### src/rtl/fcmp_pkg.sv
package fcmp_pkg;
  localparam int OP_W      = 64;
  localparam int MAG_W     = OP_W - 1;
  localparam int SP_EXP_W  = 8;
  localparam int SP_MAN_W  = 23;
  localparam int DP_EXP_W  = 11;
  localparam int DP_MAN_W  = 52;
  localparam int PRED_W    = 3;
  localparam int STAT_W    = 32;
  localparam int CBIT_POS  = 29;

  typedef enum logic [1:0] {
    ORD_LT = 2'd0,
    ORD_EQ = 2'd1,
    ORD_GT = 2'd2,
    ORD_UN = 2'd3
  } cmp_order_e;

  typedef struct packed {
    logic             sign;
    logic             is_zero;
    logic             is_nan;
    logic             is_snan;
    logic [MAG_W-1:0] mag;
  } fp_class_t;
endpackage

### src/rtl/fcmp_rst_sync.sv
module fcmp_rst_sync #(
  parameter int STAGES = 2
) (
  input  logic clk,
  input  logic rst_n,
  output logic rst_sync_n
);
  logic [STAGES-1:0] chain_q;
  logic [STAGES-1:0] chain_d;

  always_comb begin
    chain_d = {chain_q[STAGES-2:0], 1'b1};
  end

  always_ff @(posedge clk or negedge rst_n) begin
    if (!rst_n) chain_q <= '0;
    else        chain_q <= chain_d;
  end

  assign rst_sync_n = chain_q[STAGES-1];
endmodule

### src/rtl/fcmp_field_decode.sv
module fcmp_field_decode
  import fcmp_pkg::*;
#(
  parameter int EXP_W = 8,
  parameter int MAN_W = 23
) (
  input  logic [EXP_W+MAN_W:0] bits_i,
  output fp_class_t            cls_o
);
  localparam int BODY_W = EXP_W + MAN_W;

  logic [EXP_W-1:0] exp_f;
  logic [MAN_W-1:0] man_f;
  logic             exp_ones;
  logic             exp_zero;
  logic             man_nz;

  always_comb begin
    exp_f    = bits_i[BODY_W-1:MAN_W];
    man_f    = bits_i[MAN_W-1:0];
    exp_ones = &exp_f;
    exp_zero = ~|exp_f;
    man_nz   = |man_f;
    cls_o         = '0;
    cls_o.sign    = bits_i[BODY_W];
    cls_o.is_nan  = exp_ones & man_nz;
    cls_o.is_snan = exp_ones & man_nz & ~man_f[MAN_W-1];
    cls_o.is_zero = exp_zero & ~man_nz;
    cls_o.mag[BODY_W-1:0] = bits_i[BODY_W-1:0];
  end
endmodule

### src/rtl/fcmp_classify.sv
module fcmp_classify
  import fcmp_pkg::*;
(
  input  logic [OP_W-1:0] op_i,
  input  logic            dbl_i,
  output fp_class_t       cls_o
);
  fp_class_t fmt_cls [2];

  for (genvar g = 0; g < 2; g++) begin : g_fmt
    localparam int EW = (g == 0) ? SP_EXP_W : DP_EXP_W;
    localparam int MW = (g == 0) ? SP_MAN_W : DP_MAN_W;
    fcmp_field_decode #(
      .EXP_W (EW),
      .MAN_W (MW)
    ) u_dec (
      .bits_i (op_i[EW+MW:0]),
      .cls_o  (fmt_cls[g])
    );
  end

  assign cls_o = dbl_i ? fmt_cls[1] : fmt_cls[0];
endmodule

### src/rtl/fcmp_order.sv
module fcmp_order
  import fcmp_pkg::*;
(
  input  fp_class_t  a_i,
  input  fp_class_t  b_i,
  output cmp_order_e order_o
);
  logic mag_lt;
  logic mag_eq;

  always_comb begin
    mag_lt = a_i.mag < b_i.mag;
    mag_eq = a_i.mag == b_i.mag;
    if (a_i.is_nan || b_i.is_nan) begin
      order_o = ORD_UN;
    end else if (a_i.is_zero && b_i.is_zero) begin
      order_o = ORD_EQ;
    end else if (a_i.sign != b_i.sign) begin
      order_o = a_i.sign ? ORD_LT : ORD_GT;
    end else if (mag_eq) begin
      order_o = ORD_EQ;
    end else if (a_i.sign) begin
      order_o = mag_lt ? ORD_GT : ORD_LT;
    end else begin
      order_o = mag_lt ? ORD_LT : ORD_GT;
    end
  end
endmodule

### src/rtl/fcmp_predicate.sv
module fcmp_predicate
  import fcmp_pkg::*;
(
  input  logic [PRED_W-1:0] code_i,
  input  cmp_order_e        order_i,
  output logic              hit_o
);
  // code bit 0 admits unordered, bit 1 admits equal, bit 2 admits less
  logic [PRED_W-1:0] admit;

  always_comb begin
    admit[0] = order_i == ORD_UN;
    admit[1] = order_i == ORD_EQ;
    admit[2] = order_i == ORD_LT;
    hit_o    = |(code_i & admit);
  end
endmodule

### src/rtl/fcmp_unit.sv
module fcmp_unit
  import fcmp_pkg::*;
#(
  parameter int COND_W = 4
) (
  input  logic              clk,
  input  logic              rst_n,
  input  logic              in_valid,
  input  logic              dbl_sel,
  input  logic [OP_W-1:0]   op_a,
  input  logic [OP_W-1:0]   op_b,
  input  logic [COND_W-1:0] cond_code,
  input  logic [STAT_W-1:0] status_in,
  output logic              out_valid,
  output logic              cmp_result,
  output logic [STAT_W-1:0] status_out,
  output logic              invalid_flag
);
  localparam int KEEP_W = STAT_W - 4;

  logic rst_sync_n;

  fcmp_rst_sync #(.STAGES(2)) u_rst (
    .clk        (clk),
    .rst_n      (rst_n),
    .rst_sync_n (rst_sync_n)
  );

  logic unused_bits;
  assign unused_bits = ^{cond_code[COND_W-1:PRED_W], status_in[STAT_W-1:KEEP_W]};

  // capture stage
  logic              s1_vld_q,  s1_vld_d;
  logic              s1_dbl_q,  s1_dbl_d;
  logic [OP_W-1:0]   s1_a_q,    s1_a_d;
  logic [OP_W-1:0]   s1_b_q,    s1_b_d;
  logic [PRED_W-1:0] s1_cond_q, s1_cond_d;
  logic [KEEP_W-1:0] s1_stat_q, s1_stat_d;

  always_comb begin
    s1_vld_d  = in_valid;
    s1_dbl_d  = s1_dbl_q;
    s1_a_d    = s1_a_q;
    s1_b_d    = s1_b_q;
    s1_cond_d = s1_cond_q;
    s1_stat_d = s1_stat_q;
    if (in_valid) begin
      s1_dbl_d  = dbl_sel;
      s1_a_d    = op_a;
      s1_b_d    = op_b;
      s1_cond_d = cond_code[PRED_W-1:0];
      s1_stat_d = status_in[KEEP_W-1:0];
    end
  end

  always_ff @(posedge clk or negedge rst_sync_n) begin
    if (!rst_sync_n) begin
      s1_vld_q  <= 1'b0;
      s1_dbl_q  <= 1'b0;
      s1_a_q    <= '0;
      s1_b_q    <= '0;
      s1_cond_q <= '0;
      s1_stat_q <= '0;
    end else begin
      s1_vld_q  <= s1_vld_d;
      s1_dbl_q  <= s1_dbl_d;
      s1_a_q    <= s1_a_d;
      s1_b_q    <= s1_b_d;
      s1_cond_q <= s1_cond_d;
      s1_stat_q <= s1_stat_d;
    end
  end

  // compare datapath
  fp_class_t  cls_a, cls_b;
  cmp_order_e s1_order;
  logic       s1_hit;
  logic       s1_invalid;

  fcmp_classify u_cls_a (.op_i(s1_a_q), .dbl_i(s1_dbl_q), .cls_o(cls_a));
  fcmp_classify u_cls_b (.op_i(s1_b_q), .dbl_i(s1_dbl_q), .cls_o(cls_b));

  fcmp_order u_order (.a_i(cls_a), .b_i(cls_b), .order_o(s1_order));

  fcmp_predicate u_pred (.code_i(s1_cond_q), .order_i(s1_order), .hit_o(s1_hit));

  assign s1_invalid = cls_a.is_snan | cls_b.is_snan;

  // output stage
  logic              ov_d, res_d, inv_d;
  logic [STAT_W-1:0] stat_d;

  always_comb begin
    ov_d   = s1_vld_q;
    res_d  = cmp_result;
    inv_d  = invalid_flag;
    stat_d = status_out;
    if (s1_vld_q) begin
      res_d  = s1_hit;
      inv_d  = s1_invalid;
      stat_d = {4'b0000, s1_stat_q};
      stat_d[CBIT_POS] = s1_hit;
    end
  end

  always_ff @(posedge clk or negedge rst_sync_n) begin
    if (!rst_sync_n) begin
      out_valid    <= 1'b0;
      cmp_result   <= 1'b0;
      invalid_flag <= 1'b0;
      status_out   <= '0;
    end else begin
      out_valid    <= ov_d;
      cmp_result   <= res_d;
      invalid_flag <= inv_d;
      status_out   <= stat_d;
    end
  end

  // assertions
  a_r1_valid_latency: assert property (@(posedge clk) disable iff (!rst_sync_n)
    in_valid |=> ##1 out_valid);

  a_r1_hold_idle: assert property (@(posedge clk) disable iff (!rst_sync_n)
    !s1_vld_q |=> ($stable(cmp_result) && $stable(status_out) && $stable(invalid_flag)));

  a_r4_status_top: assert property (@(posedge clk) disable iff (!rst_sync_n)
    out_valid |-> (status_out[31:30] == 2'b00 && !status_out[28]
                   && status_out[CBIT_POS] == cmp_result));

  a_r2_code_false: assert property (@(posedge clk) disable iff (!rst_sync_n)
    (s1_vld_q && s1_cond_q == 3'd0) |=> !cmp_result);

  a_r6_snan_unordered: assert property (@(posedge clk) disable iff (!rst_sync_n)
    (s1_vld_q && s1_invalid) |-> s1_order == ORD_UN);

  a_r7_zero_equal: assert property (@(posedge clk) disable iff (!rst_sync_n)
    (s1_vld_q && cls_a.is_zero && cls_b.is_zero) |-> s1_order == ORD_EQ);

  a_r5_qnan_quiet: assert property (@(posedge clk) disable iff (!rst_sync_n)
    (s1_vld_q && (cls_a.is_nan || cls_b.is_nan) && !s1_invalid) |=> !invalid_flag);
endmodule

### config.mk
export PLATFORM = sky130hd
export DESIGN_NAME = fcmp_unit
export DESIGN_NICKNAME = d
export VERILOG_FILES = /design/src/rtl/fcmp_pkg.sv /design/src/rtl/fcmp_rst_sync.sv /design/src/rtl/fcmp_field_decode.sv /design/src/rtl/fcmp_classify.sv /design/src/rtl/fcmp_order.sv /design/src/rtl/fcmp_predicate.sv /design/src/rtl/fcmp_unit.sv
export SDC_FILE = /design/constraint.sdc
export NUM_CORES = 1
export LEC_CHECK = 0
export CORE_UTILIZATION = 40
export CTS_BUF_LIST = sky130_fd_sc_hd__clkbuf_4
export DETAILED_ROUTE_END_ITERATION = 6
export DONT_BUFFER_PORTS = 1
export PLACE_DENSITY = 0.67
export SLEW_MARGIN = 20
export SYNTH_ARGS = -nofsm -noshare
export SYNTH_HDL_FRONTEND = slang
export SYNTH_HIERARCHICAL = 1
export SYNTH_SLANG_ARGS = --single-unit
### constraint.sdc
create_clock -name clk -period 6.2 [get_ports clk]
set_input_delay 0 -clock clk [delete_from_list [all_inputs] [get_ports clk]]
set_output_delay 0 -clock clk [all_outputs]
set_load 0.05 [all_outputs]
==> metrics.yaml <==
synthesis:
  ys_seq_area_frac: 0.356
  synth_cell_type_count: 47
  syn_avg_cell_area_um2: 11.9
  syn_inst: 1145
  synth_edf_count: 0
  yosys-top-cells-area: "dfrtp_1 (36%), mux2_4 (18%), buf_4 (14%)"
  yosysWarnings: 6
  ys_seq_elements: 194
  syn_area_um2: 13600
  ys_async_sr_fraction: 1.00
  synth.top_cells.by_count: "buf_4 (262), dfrtp_1 (194), mux2_2 (163)"
  yosysTopAreaCell: "dfrtp_1"
  yosysMostFrequentCell: "buf_4"
  synth_top_flop_cell: "dfrtp_1"
  synth_top_area_frac: 0.356
sta:
  max_freq_ghz: 0.217
  maxSlewHeadroom: 0.211
  maxSlewViolCount: 0
  layout_setup_ws_ns: 1.59
  final.setup.tns_ns: 0
  worst_pin_slew_ns: 1.18
  finalSetupViolations: 0
  grt_setup_unrepaired: "false"
  holdWs_ns: 0.0612
  skew_ns: 0.0400
  min_period_ns: 4.61
  hold_viol: 0
  finalCritPeriodShare: 0.743
worst_setup_path:
  end_kind: "flop"
  reg2reg_slack_ns: 1.59
  path_cells: "buf_4, mux2_2, ha_1, nand4_1, a21oi_1, o31a_1, o311ai_1, nand4_1, or3_1, a311o_1, nand3_1, o21ai_1, mux2_2"
  path_delay_family: "compound AO/OA/AOI/OAI gates"
  critPathBufInv: 1
  required_ns: 6.74
  worst_path_largest_cell_delay_ns: 1.09
  crit_path_start: "s1_dbl_q"
  ff2ff_path_depth: 13
  r2r-end: "cmp_result"
  path_max_fanout: 57
  endpoint: "cmp_result"
  path_class: "reg2reg"
  critPathSlowestCell: "dfrtp_4"
  cp.depth: 13
  start_kind: "flop"
  r2r_start: "s1_dbl_q"
  worst-endpoint-arrival_ns: 5.15
place:
  portBuffers: 0
  place_hpwl_mm: 20.1
  place_ws_ns: 1.52
  gp_congestion: 0.868
run_status:
  status: "complete, no violations"
floorplanning:
  row_count: 67
  die_x_um: 187
  core-area_um2: 33500
  ioPinCount: 203
  die_y_um: 187
  start_util: 0.407
  die-area_um2: 34800
clock_tree:
  htree_levels: 4
  clk_latency_ns: 0.64
  cts_tree: "done"
  cts_resized: 0
  clk_pin_slew_ns: 0.17
  cts_buffers: 17
  cts_sinks: 194
  cts_root_buffer: "clkbuf_4"
  cts_buffer_depth: 2
detailed_routing:
  via_per_inst: 4.84
  wl_per_cell_um: 18.3
  drt-total-wl_mm: 30.9
  num_vias: 8157
  drt-initial-drc-count: 282
  ant_nets: 0
  drc_errors: 0
  drt_pass1_iterations: 4
global_routing:
  globalRouteOverflowTotal: 0
  grt_antenna_before_repair: 2
  grt_pass1_vias: 8832
  grt_pass1_wl_mm: 49.0
  grt_usage: 0.182
  grt_max_degree: 162
power:
  p_total_uw: 3280
  powerDensity_nw_per_um2: 214
  vdd_ir_drop_max_mv: 0.164
  power_leakage_uw: 0.00691
run:
  maxCapViolations: 0
layout:
  drive_gt1_frac: 0.305
  final_net_count: 1452
  syn_to_final_growth_pct: 12.6
  n_fill_cell: 3045
hold_path:
  hp-class: "in2reg"
metrics by stage:
stage / cells / utilization / area (µm²)
2_1_floorplan: 1209 / - / 13900
3_3_place_gp: 1369 / 0.366 / 12300
3_5_place_dp: 1369 / 0.366 / 12300
4_1_cts: 1680 / 0.458 / 15300
5_1_grt: 1684 / 0.458 / 15400
6_report: 1684 / 0.458 / 15400
power breakdown:
part           internal, µW  switching, µW
sequential             1400            298
combinational           584            333
clock                   176            493
total                  2160           1120
cells in the final DEF, fill, tap and decap left out, types with 14 or more instances in the layout:
cell           count
dfrtp_1          192
nand2_1           14
inv_1             66
ha_1              63
mux2_2           163
dlygate4sd3_1    280
mux2_4           160
conb_1            68
a21oi_1           23
clkbuf_4          18
nor4_1            41
nand4_1           24
repair_timing:
| item | CTS | global route |
|---|---|---|
| hold buffers | 279 | 2 |
| buffers inserted | 0 | 0 |
| endpoints found under the setup margin | 0 | 0 |
| hold endpoints to repair | 163 | 2 |
how the worst min path moves through the flow:
stage,startpoint,end,cells after the start
final,op_a[0],s1_a_q[0],2
after global routing,op_a[40],s1_a_q[40],2
after CTS,op_a[12],s1_a_q[12],2
after detailed placement,rst_n,u_rst/chain_q[0],0
after global placement,rst_n,u_rst/chain_q[0],0
after floorplan,rst_n,u_rst/chain_q[0],0
state kept, by name (all words and copies together) (netlist names):
register	flops
out_valid	1
s1_a_q	64
s1_stat_q	28
s1_b_q	64
invalid_flag	1
s1_cond_q	3
status_out	28
ov_d	1
u_rst/chain_q	2
cmp_result	1
s1_dbl_q	1
logic make-up after synthesis:
family,share of synthesized area
compound gates,0.0288
fa+ha+maj,0.0578
buf+inv,0.183
flops,0.356
mux,0.311
other cells,0.00110
simple gates,0.0625
layout make-up:
type | instances | area, µm² | share of cell area
multi-input cells | 654 | 6540 | 0.425
flip-flops and latches | 194 | 4860 | 0.316
repair buffers | 288 | 2900 | 0.188
well taps | 448 | 561 | 0.0365
inverters | 66 | 248 | 0.0161
clock buffers | 18 | 135 | 0.00879
clock inverters | 14 | 125 | 0.00814
diodes | 2 | 5.00 | 0.000326
routing by layer:
metal,GRT usage,vias up,part of all wire
li1,-,3885,-
met1,0.232,4033,0.45
met2,0.301,196,0.48
met3,0.0397,43,0.047
met4,0.0678,0,0.024
met5,0,-,0
Note: power is estimated with default switching activity, not from simulation.
